File: config.mk
export PLATFORM = sky130hd
export DESIGN_NAME = ea_gen_unit
export DESIGN_NICKNAME = d
export VERILOG_FILES = /design/src/rtl/ea_pkg.sv /design/src/rtl/ea_reg_pick.sv /design/src/rtl/ea_calc.sv /design/src/rtl/ea_gen_unit.sv
export SDC_FILE = /design/constraint.sdc
export NUM_CORES = 1
export LEC_CHECK = 0
export CAP_MARGIN = 20
export CORE_AREA = 2 2 248 250
export DETAILED_ROUTE_END_ITERATION = 10
export DIE_AREA = 0 0 250 252
export GPL_ROUTABILITY_DRIVEN = 0
export PLACE_DENSITY = 0.55
export SYNTH_ARGS = -nofsm -noshare
export SYNTH_HDL_FRONTEND = slang
export SYNTH_SLANG_ARGS = --single-unit
File: constraint.sdc
create_clock -name clk -period 9.6 [get_ports clk]
set_input_delay 2.88 -clock clk [delete_from_list [all_inputs] [get_ports clk]]
set_output_delay 2.88 -clock clk [all_outputs]
set_load 0.05 [all_outputs]
File: src/rtl/ea_pkg.sv
package ea_pkg;
    localparam int REG_W  = 32;
    localparam int ADDR_W = 24;
    localparam int NREG   = 8;
    localparam int SEL_W  = $clog2(NREG);

    typedef enum logic [2:0] {
        M_IND     = 3'd0,
        M_POSTINC = 3'd1,
        M_PREDEC  = 3'd2,
        M_DISP16  = 3'd3,
        M_INDEX8  = 3'd4,
        M_ABS     = 3'd5,
        M_NOMEM6  = 3'd6,
        M_NOMEM7  = 3'd7
    } ea_mode_e;

    typedef enum logic [1:0] {
        S_IDLE     = 2'd0,
        S_ADDR     = 2'd1,
        S_ADDR_UPD = 2'd2,
        S_WB       = 2'd3
    } ea_state_e;

    function automatic logic [REG_W-1:0] step_of(input logic [1:0] sz);
        case (sz)
            2'd0:    step_of = REG_W'(1);
            2'd1:    step_of = REG_W'(2);
            default: step_of = REG_W'(4);
        endcase
    endfunction
endpackage

File: src/rtl/ea_reg_pick.sv
module ea_reg_pick
    import ea_pkg::*;
#(
    parameter int RW = REG_W,
    parameter int NR = NREG,
    localparam int SW = $clog2(NR)
) (
    input  logic [NR*RW-1:0] a_file,
    input  logic [NR*RW-1:0] d_file,
    input  logic [SW-1:0]    base_sel,
    input  logic [SW-1:0]    idx_sel,
    input  logic             idx_from_a,
    input  logic             idx_long,
    output logic [RW-1:0]    base,
    output logic [RW-1:0]    index
);
    logic [RW-1:0] idx_raw;

    always_comb begin
        base    = a_file[base_sel*RW +: RW];
        idx_raw = idx_from_a ? a_file[idx_sel*RW +: RW] : d_file[idx_sel*RW +: RW];
        if (idx_long)
            index = idx_raw;
        else
            index = {{(RW-16){idx_raw[15]}}, idx_raw[15:0]};
    end
endmodule

File: src/rtl/ea_calc.sv
module ea_calc
    import ea_pkg::*;
#(
    parameter int RW = REG_W,
    parameter int AW = ADDR_W
) (
    input  ea_mode_e       mode,
    input  logic [1:0]     size,
    input  logic [RW-1:0]  base,
    input  logic [RW-1:0]  index,
    input  logic [15:0]    disp16,
    input  logic [7:0]     disp8,
    input  logic [AW-1:0]  abs_addr,
    output logic [RW-1:0]  ea_full,
    output logic [RW-1:0]  upd_val,
    output logic           upd_en,
    output logic           no_mem
);
    logic [RW-1:0] step;
    logic [RW-1:0] d16_x;
    logic [RW-1:0] d8_x;
    logic [RW-1:0] dec_val;

    always_comb begin
        step    = step_of(size);
        d16_x   = {{(RW-16){disp16[15]}}, disp16};
        d8_x    = {{(RW-8){disp8[7]}}, disp8};
        dec_val = base - step;
        ea_full = '0;
        upd_val = base;
        upd_en  = 1'b0;
        no_mem  = 1'b0;
        unique case (mode)
            M_IND:     ea_full = base;
            M_POSTINC: begin
                ea_full = base;
                upd_val = base + step;
                upd_en  = 1'b1;
            end
            M_PREDEC:  begin
                ea_full = dec_val;
                upd_val = dec_val;
                upd_en  = 1'b1;
            end
            M_DISP16:  ea_full = base + d16_x;
            M_INDEX8:  ea_full = base + d8_x + index;
            M_ABS:     ea_full = {{(RW-AW){1'b0}}, abs_addr};
            M_NOMEM6, M_NOMEM7: no_mem = 1'b1;
        endcase
    end
endmodule

File: src/rtl/ea_gen_unit.sv
module ea_gen_unit
    import ea_pkg::*;
#(
    parameter int RW = REG_W,
    parameter int AW = ADDR_W,
    parameter int NR = NREG,
    localparam int SW = $clog2(NR)
) (
    input  logic             clk,
    input  logic             rst_n,
    input  logic             req_valid,
    input  logic [2:0]       mode,
    input  logic [1:0]       size,
    input  logic [SW-1:0]    base_sel,
    input  logic [SW-1:0]    idx_sel,
    input  logic             idx_from_a,
    input  logic             idx_long,
    input  logic [15:0]      disp16,
    input  logic [7:0]       disp8,
    input  logic [AW-1:0]    abs_addr,
    input  logic [NR*RW-1:0] a_file,
    input  logic [NR*RW-1:0] d_file,
    output logic             ea_valid,
    output logic [AW-1:0]    ea_addr,
    output logic             no_mem,
    output logic             wb_en,
    output logic [SW-1:0]    wb_sel,
    output logic [RW-1:0]    wb_data
);
    ea_state_e     state_q, state_d;
    logic [RW-1:0] base, index, ea_full, upd_val;
    logic          upd_en, nm_c, accept;

    ea_reg_pick #(.RW(RW), .NR(NR)) u_pick (
        .a_file(a_file), .d_file(d_file), .base_sel(base_sel),
        .idx_sel(idx_sel), .idx_from_a(idx_from_a), .idx_long(idx_long),
        .base(base), .index(index)
    );

    ea_calc #(.RW(RW), .AW(AW)) u_calc (
        .mode(ea_mode_e'(mode)), .size(size), .base(base), .index(index),
        .disp16(disp16), .disp8(disp8), .abs_addr(abs_addr),
        .ea_full(ea_full), .upd_val(upd_val), .upd_en(upd_en), .no_mem(nm_c)
    );

    assign accept = req_valid && (state_q != S_ADDR_UPD);

    always_comb begin
        state_d = S_IDLE;
        unique case (state_q)
            S_ADDR_UPD: state_d = S_WB;
            S_IDLE, S_ADDR, S_WB:
                if (accept) state_d = upd_en ? S_ADDR_UPD : S_ADDR;
        endcase
    end

    always_ff @(posedge clk) begin
        if (!rst_n) state_q <= S_IDLE;
        else        state_q <= state_d;
    end

    always_ff @(posedge clk) begin
        if (!rst_n) begin
            ea_addr <= '0;
            no_mem  <= 1'b0;
            wb_sel  <= '0;
            wb_data <= '0;
        end else if (accept) begin
            ea_addr <= ea_full[AW-1:0];
            no_mem  <= nm_c;
            wb_sel  <= base_sel;
            wb_data <= upd_val;
        end
    end

    always_comb begin
        ea_valid = (state_q == S_ADDR) || (state_q == S_ADDR_UPD);
        wb_en    = (state_q == S_WB);
    end

    // address and write-back never share a cycle
    a_r10_exclusive: assert property (@(posedge clk) disable iff (!rst_n)
        !(ea_valid && wb_en));
    // write-back only directly after an address
    a_r10_wb_follows: assert property (@(posedge clk) disable iff (!rst_n)
        wb_en |-> $past(ea_valid));
    // write-back lasts a single cycle
    a_r3_single_wb: assert property (@(posedge clk) disable iff (!rst_n)
        wb_en |=> !wb_en);
    // no-memory results are never followed by a write-back
    a_r8_nomem_no_wb: assert property (@(posedge clk) disable iff (!rst_n)
        (ea_valid && no_mem) |=> !wb_en);
    // write-back value relates to shown address by 0 or one step
    a_r4_wb_step: assert property (@(posedge clk) disable iff (!rst_n)
        wb_en |-> (wb_data[AW-1:0] == $past(ea_addr)
                || wb_data[AW-1:0] - $past(ea_addr) == AW'(1)
                || wb_data[AW-1:0] - $past(ea_addr) == AW'(2)
                || wb_data[AW-1:0] - $past(ea_addr) == AW'(4)));
    // no new address is shown in the write-back cycle
    a_r11_hold_wb: assert property (@(posedge clk) disable iff (!rst_n)
        (ea_valid && !no_mem && $past(1'b1)) |-> 1'b1 ##0 !wb_en);
endmodule

---- Yosys cells after proc, flatten, opt, wreduce, memory -nomap -nowiden ----
Index checks and enable logic that the tools add are counted.
word-level totals
  register bits ........................... 62
  output and inout port bits .............. 62
  word-level logic and storage cells ...... 44
operators by class
  add/sub/neg operators ................... 5
  eq/ne operators ......................... 12
  shift-type cells ........................ 3
  multiplexer cells ....................... 10
  reduce and logical (&&, ||, !) cells .... 9
operator list
  operator                                             count
  indexed part select 256 x 9 -> 24 bit                2
  indexed part select 256 x 9 -> 32 bit                1
  one-hot mux 24 bit (5 select lines)                  1
  adder 24 bit                                         3
  one-hot mux 32 bit (2 select lines)                  1
  2-to-1 mux 24 bit                                    2
  adder 32 x 3 -> 32 bit                               1
  subtractor 32 x 3 -> 32 bit                          1
  equality test 3 bit, second input constant           4
  equality test 3 x 2 -> 1 bit, second input constant  2
  one-hot mux 3 bit (2 select lines)                   1
  OR reduction 2 bit                                   3
  equality test 2 x 1 -> 1 bit, second input constant  2
  equality test 2 bit, second input constant           2
  logical NOT 2 bit                                    2
  2-to-1 mux 2 bit                                     2
  one-hot mux 2 bit (2 select lines)                   1
  equality test 3 x 1 -> 1 bit, second input constant  1
  logical NOT 3 bit                                    1
  OR reduction 3 bit                                   1
  2-to-1 mux 1 bit                                     2
  != test 2 bit, second input constant                 1
  logical AND 1 bit                                    1
  logical OR 1 bit                                     1

---- Longest topological paths before layout ----
Gate-level depths: netlist (run 1).
  depth after elaboration ................. 6
  depth in mapped cells ................... 23

---- Hierarchy ----
From an unflattened synthesis (run 1), not the netlist that was laid out.
unflattened totals
  cell total of the unflattened synthesis .. 1577
  area total of the unflattened synthesis .. 14878.0 um2
modules (own cells, without submodules)
  module       instances  cells an instance  area an instance (um2)  seq. area each (um2)
  ea_calc      1          907                6427.4                  0.0
  ea_reg_pick  1          398                5873.1                  0.0
  ea_gen_unit  1          272                2577.5                  1241.2

---- Least setup slack after synthesis (run 1) ----
No wires, ideal clock.
  path type ............................... input port to flip-flop
  start ................................... input idx_from_a
  end ..................................... register ea_addr[21]
  setup time .............................. 122 ps
  arrival ................................. 8408 ps
  required time ........................... 9478 ps
  setup slack ............................. 1071 ps
  stages on the path ...................... 17
  buffers on the path ..................... 4
  cell sequence ........................... clkbuf_1 clkbuf_1 clkbuf_1 buf_1 mux4_2 mux4_2 fa_1 inv_1 fa_1 nor2b_1 o31ai_1 a211oi_1 a221o_1 nand3_1 a2111o_1 and4_1 o311a_1
between the ends
  word-level cells in the longest chain between the ends .. 4
ends and longest elaborated chain
  item                                 line               text
  start: declaration                   ea_gen_unit.sv:16  input logic idx_from_a,
  2-to-1 mux 24 bit                    ea_reg_pick.sv:21  idx_raw = idx_from_a ? a_file[idx_sel*RW +: RW] : d_file[idx_sel*RW +: RW];
  2-to-1 mux 24 bit                    ea_reg_pick.sv:22  if (idx_long)
  adder 24 bit                         ea_calc.sv:46      M_INDEX8: ea_full = base + d8_x + index;
  one-hot mux 24 bit (5 select lines)  ea_calc.sv:33      unique case (mode)
  end signal: assignment               ea_gen_unit.sv:69  ea_addr <= ea_full[AW-1:0];
  end: declaration                     ea_gen_unit.sv:24  output logic [AW-1:0] ea_addr,
Every way passes these cells.
A chain may end at the register's enable or synchronous reset.

---- Final worst setup path (run 1) ----
  start ................................... input base_sel[2]
  end ..................................... register ea_addr[21]
between the ends
  word-level cells in the longest chain between the ends .. 4
  elaborated cells between the ends (all ways) .. 6
ends and longest elaborated chain
  item                                     line               text
  start: declaration                       ea_gen_unit.sv:14  input logic [SW-1:0] base_sel,
  indexed part select 256 x 9 -> 32 bit *  ea_reg_pick.sv:20  base = a_file[base_sel*RW +: RW];
  adder 24 bit (2 in series)               ea_calc.sv:46
  one-hot mux 24 bit (5 select lines) *    ea_calc.sv:33
Mark *: on every way between the ends. The rest lies on a longest branch, timed or not.

==> results of run 1 <==
==> flip-flops by register name, summed over array words and instances (netlist names) <==
register and count:
no_mem 1, state_q 2, wb_data 32, ea_addr 24, wb_sel 3
==> synthesized netlist by cell type, drive strengths merged, types with 27 or more instances <==
cell | count | area share
xnor2 | 50 | 0.036
mux4 | 179 | 0.33
mux2i | 42 | 0.038
nand3 | 38 | 0.015
buf | 34 | 0.018
clkbuf | 59 | 0.018
a21oi | 83 | 0.034
o21ai | 96 | 0.039
nand2 | 100 | 0.031
a211oi | 27 | 0.017
ha | 53 | 0.054
dfxtp | 62 | 0.10
nor2 | 76 | 0.023
fa | 27 | 0.044
nor3 | 30 | 0.013
inv | 43 | 0.013
==> worst max-delay path: stages <==
cell	delay (ps)
buf_4	470
buf_4	670
mux4_2	440
mux2i_4	400
inv_2	210
ha_1	420
o21ai_0	230
nor2_1	80
or3_1	310
a221oi_1	600
o31ai_1	230
o21ai_0	260
xnor2_1	120
a221o_1	360
o311a_1	280
==> worst max path at each step <==
stage / endpoint
2_1_floorplan: ea_addr[21]$_SDFFE_PN0P_
3_3_place_gp: ea_addr[23]$_SDFFE_PN0P_
5_1_grt: ea_addr[21]$_SDFFE_PN0P_
3_5_place_dp: ea_addr[21]$_SDFFE_PN0P_
4_1_cts: ea_addr[21]$_SDFFE_PN0P_
6_report: ea_addr[21]$_SDFFE_PN0P_
==> layer usage <==
metal | global-route usage | up-vias | part of all wire | wire [um]
li1 | - | 6106 | - | -
met1 | 0.279 | 6898 | 0.42 | 29100
met2 | 0.362 | 787 | 0.49 | 33700
met3 | 0.0310 | 93 | 0.071 | 4950
met4 | 0.0624 | 2 | 0.021 | 1470
met5 | 0 | - | 0.00019 | 13
==> power groups by stage <==
stage / Sequential, mW / Combinational (mW) / Clock (mW)
5_1_grt: 0.298 / 1.51 / 0.362
2_1_floorplan: 0.373 / 0.773 / 0
3_3_place_gp: 0.300 / 1.36 / 0
6_report: 0.295 / 1.39 / 0.349
3_5_place_dp: 0.301 / 1.38 / 0
4_1_cts: 0.295 / 1.39 / 0.354
==> cell families after synthesis <==
logic type	count (synthesis)
fa+ha+maj	80
simple gates	349
xor+xnor	68
buf+inv	137
mux	231
flops	62
compound gates	347
==> metrics by stage <==
| stage | instances | hold slack, ps | power (mW) |
|---|---|---|---|
| 2_1_floorplan | 1274 | 635 | 1.15 |
| 3_3_place_gp | 2562 | 449 | 1.66 |
| 3_5_place_dp | 2563 | 453 | 1.69 |
| 4_1_cts | 2578 | 461 | 2.04 |
| 5_1_grt | 2585 | 486 | 2.17 |
| 6_report | 2586 | 460 | 2.04 |
==> cell usage in the layout, fill, tap and decap left out, types with 50 or more instances in the layout <==
| cell | instances |
|---|---|
| a21oi_1 | 82 |
| clkdlybuf4s50_1 | 566 |
| dfxtp_1 | 62 |
| ha_1 | 53 |
| mux4_2 | 178 |
| nand2_1 | 100 |
| nor2_1 | 76 |
| o21ai_0 | 92 |
| xnor2_1 | 50 |
==> layout make-up <==
type | instances | area (um2)
Antenna cell | 8 | 20.0
Inverter | 44 | 165
Sequential cell | 62 | 1240
Fill cell | 6239 | 41000
Tap cell | 782 | 978
Clock inverter | 3 | 43.8
Clock buffer | 12 | 256
Multi-Input combinational cell | 1075 | 10400
Timing Repair Buffer | 600 | 5950
==> results.toml, run 1 <==
[run_status]
status = "completed"

[layout]
layout-drive-gt1-share = 0.149
utilization = 0.318
syn2layout_area_growth_pct = 55.7
final_nets = 2448
final_area_um2 = 19100

[floorplan]
die-height_um = 252
num_rows = 90
dieWidth_um = 250
coreArea_um2 = 60100
ios = 638
start_util = 0.204
die_area_um2 = 63000

[worst_setup_path]
startpoint = "base_sel[2]"
cp.required_ps = 9840
worstSetupPathType = "primary input to register"
crit_arrival_ps = 8070
regToRegEndpoint = "ea_addr[23]$_SDFFE_PN0P_"
cp_max_fo = 50
r2r_start = "state_q[0]$_SDFF_PN0_"
ff2ff_path_depth = 10
rrSetupSlack_ps = 6710
worstSetupStartpointType = "primary input"
setup.worst_path.end_class = "register"

[logic_synthesis]
synth_top_family_by_area = "multiplexers"
synth_compound_area_frac = 0.184
syn-num-nets = 1930
postSynth.asyncResetShare = 0
ys_ff_latch = 62
synth-adder-area-share = 0.0981
synth-edff-count = 0
syn_avg_cell_area_um2 = 9.63
netlist_area_um2 = 12300
synthMuxAreaShare = 0.376
synth_ff_type = "dfxtp_1"
synthSimpleGateAreaFrac = 0.143
yosys.cell_types.count = 88
synthXorXnorAreaFrac = 0.0485
yosysWarnings = 0
synth_cells = 1274
synth_seq_area_share = 0.101

[timing]
slew_headroom = 0.329
setup_ws_ps = 1760
post-route-min-period_ps = 7840
fmax_mhz = 128
rsz0062_at_grt = "no"
worst-slew-pin-transition_ps = 1010
final.setup_skew_ps = 6.76
finalSetupViolCount = 0
hold_viol_final = 0
finalCritPeriodShare = 0.816
setup-tns-final_ps = 0
drv_slew = 0

[worst_hold_path]
whs_path_depth = 2
hold_end = "wb_data[8]$_SDFFE_PN0P_"
holdCritStartpoint = "wb_data[8]$_SDFFE_PN0P_"
min_path_type = "register to register"

[routing]
wirelength_um = 69200
first_iter_violations = 1181
dr.pass1.iters = 8
post_drt_via_cell_ratio = 5.37
antenna_left = 0
num_vias = 13900
routedWlPerCell_um = 26.8
drc = 0

[pwr]
max-vdd-ir-drop_v = 0.0000731
leakage_nw = 6.80
p_int_mw = 1.16
swShare = 0.433
clkPwrFrac = 0.171
power.share.combinational = 0.684
power_switching_mw = 0.883
p_seq_frac = 0.145
powerDensity_nw_per_um2 = 107

[cts]
clk_pin_slew_ps = 60
cts.hold.buffers_added = 0
post_cts_buffers = 0
cts_buffer_depth = 2
h-tree-depth = 3
cts_sinks = 62
cts_root_buf = "clkbuf_16"
worst_skew_pair.late_latency_ps = 350
cts_resized = 0
numCtsBuffers = 9
cts_tree = "done"

[grt]
grt_max_degree = 58
antenna_found_initial = 15
grt_usage = 0.213
overflow = 0
first_global_vias = 14500
grt_pass1_wl_um = 99100

[place]
placed_area_um2 = 18800
port_buffers = 573
dp_hpwl_um = 59200
dp_slack_ps = 1520

[flow_run]
drv_cap = 0
No activity file was read; power rests on OpenSTA's default activity.
==> run 2: changes to the inputs <==
- PLACE_DENSITY: 0.55 -> 0.57
- clock period: 9.6 -> 6.8 ns (I/O delays scaled with it)
==> run 2 against run 1 <==
  * Sequential power up 41%
  * Critical path type unchanged
  * Critical endpoint is now ea_addr[23]$_SDFFE_PN0P_
  * Non-clock buffer count is 47 higher
  * Design area grew 2.3%
  * Count of clock-buffer cells in the layout unchanged
  * Largest cell class unchanged
==> results.toml, run 2 (synthesis gave the netlist of run 1 again) <==
[run_status]
status = "completed"

[place]
place_inst = 2610
port_buffers = 573
dp_hpwl_um = 59200

[cts]
h-tree-depth = 3
numCtsBuffers = 9
cts_resized = 0
worst_skew_pair.late_latency_ps = 350
clk_pin_slew_ps = 60
cts_buffer_depth = 2
cts_sinks = 62
post_cts_buffers = 0
cts.hold.buffers_added = 0
cts_tree = "done"
cts_root_buf = "clkbuf_16"

[layout]
final_common_cell = "clkdlybuf4s50_1"
regMostFlops = "wb_data"
reg.largest.list = "wb_data (32), ea_addr (24), wb_sel (3)"
layout.cells.non_filler = 2636
multi_input_area_um2 = 10500
regArea_um2 = 1240
syn2layout_area_growth_pct = 59.3
layout_common_cells = "566 x clkdlybuf4s50_1, 178 x mux4_2, 100 x nand2_1"
final_nets = 2495
layout-drive-gt1-share = 0.173
largest_reg_flops = 32
fillers = 6213

[worst_setup_path]
rrSetupSlack_ps = 4550
ff2ff_path_depth = 8
cp.required_ps = 7050
worstSetupStartpointType = "primary input"
cp_max_fo = 3
setup.worst_path.end_class = "register"
crit_path_end = "ea_addr[23]$_SDFFE_PN0P_"
regToRegEndpoint = "ea_addr[21]$_SDFFE_PN0P_"
r2r_start = "state_q[0]$_SDFF_PN0_"
startpoint = "d_file[97]"
worstSetupPathType = "primary input to register"
crit_arrival_ps = 6730
crit_path_top_delay_cell = "clkdlybuf4s50_1"
path_cells = "clkdlybuf4s50_1, mux4_2, mux4_2, inv_1, fa_1, inv_1, ha_1, inv_1, fa_1, nor2b_1, o31ai_1, a211oi_2, a221o_1, nand3_1, a2111o_1, a31oi_1, xnor2_1, o311ai_1"
crit_path_frequent_cell = "inv_1"
cpPeakStageDelay_ps = 470

[floorplan]
coreArea_um2 = 60100
ios = 638
die_area_um2 = 63000
num_rows = 90
start_util = 0.204
dieWidth_um = 250
die-height_um = 252

[worst_hold_path]
min_path_type = "register to register"
holdCritStartpoint = "wb_data[0]$_SDFFE_PN0P_"

[flow_run]
drv_cap = 0

[timing]
worst-slew-pin-transition_ps = 903
hold_viol_final = 0
rsz0062_at_grt = "no"
fmax_mhz = 154
finalCritPeriodShare = 0.954
slew_headroom = 0.381
drv_slew = 0
post-route-min-period_ps = 6490
final.setup_skew_ps = 10.9
finalSetupViolCount = 0

[routing]
routedWlPerCell_um = 25.8
drc = 0
dr.pass1.iters = 5
antenna_left = 0
wirelength_um = 68000
first_iter_violations = 1084
post_drt_via_cell_ratio = 5.28
num_vias = 13900

[grt]
grt_max_degree = 53
first_global_vias = 14400
grt_usage = 0.208
overflow = 0
antenna_found_initial = 13
grt_pass1_wl_um = 97200

[pwr]
total_power_mw = 2.96
max-vdd-ir-drop_v = 0.000125
powerDensity_nw_per_um2 = 151
leakage_nw = 7.05
[run 2: metrics by stage]
step	utilization	setup slack, ps	hold slack [ps]	setup TNS [ps]	area (um2)
3_3_place_gp	0.319	-55.3	448	-86.5	19200
2_1_floorplan	-	10.9	635	0	12300
6_report	0.325	315	457	0	19600
5_1_grt	0.325	30.9	477	0	19600
4_1_cts	0.325	321	459	0	19500
3_5_place_dp	0.319	-20.6	451	-30.2	19200
[run 2: worst min-delay path by stage]
stage | slack, ps | end | cells after the start
floorplan | 630 | state_q[0]$_SDFF_PN0_ | 3
global placement | 450 | wb_data[8]$_SDFFE_PN0P_ | 2
detailed placement | 450 | ea_addr[6]$_SDFFE_PN0P_ | 2
CTS | 460 | ea_addr[6]$_SDFFE_PN0P_ | 2
global route | 480 | wb_sel[1]$_SDFFE_PN0P_ | 2
finish | 460 | wb_data[0]$_SDFFE_PN0P_ | 2
[run 2: cell type report]
class,instances,share of cell area
repair buffers,647,0.325
inverters,44,0.00845
clock inverters,4,0.00275
multi-input cells,1075,0.535
clock buffers,12,0.0136
well taps,782,0.0500
diodes,10,0.00128
flip-flops and latches,62,0.0635
[run 2: per-layer routing]
metal	global-route usage	up-vias	share of wire
met4	0.0758	4	0.031
met1	0.276	6864	0.43
met5	0	-	0.00046
met2	0.349	752	0.48
li1	-	6217	-
met3	0.0260	86	0.063
[run 2: worst max-delay path, delay by kind of cell]
kind	cells	cell delay, ps
buffers and inverters	4	700
AND/OR/NAND/NOR	2	350
multiplexers	2	940
XOR/XNOR	1	130
AO/OA/AOI/OAI	6	1560
adder cells (fa/ha/maj)	3	1030
[run 2: power breakdown]
| part | total (mW) | switching [mW] | internal (mW) |
|---|---|---|---|
| logic | 2.03 | 1.05 | 0.985 |
| registers | 0.417 | 0.0210 | 0.396 |
| clock network | 0.511 | 0.196 | 0.315 |
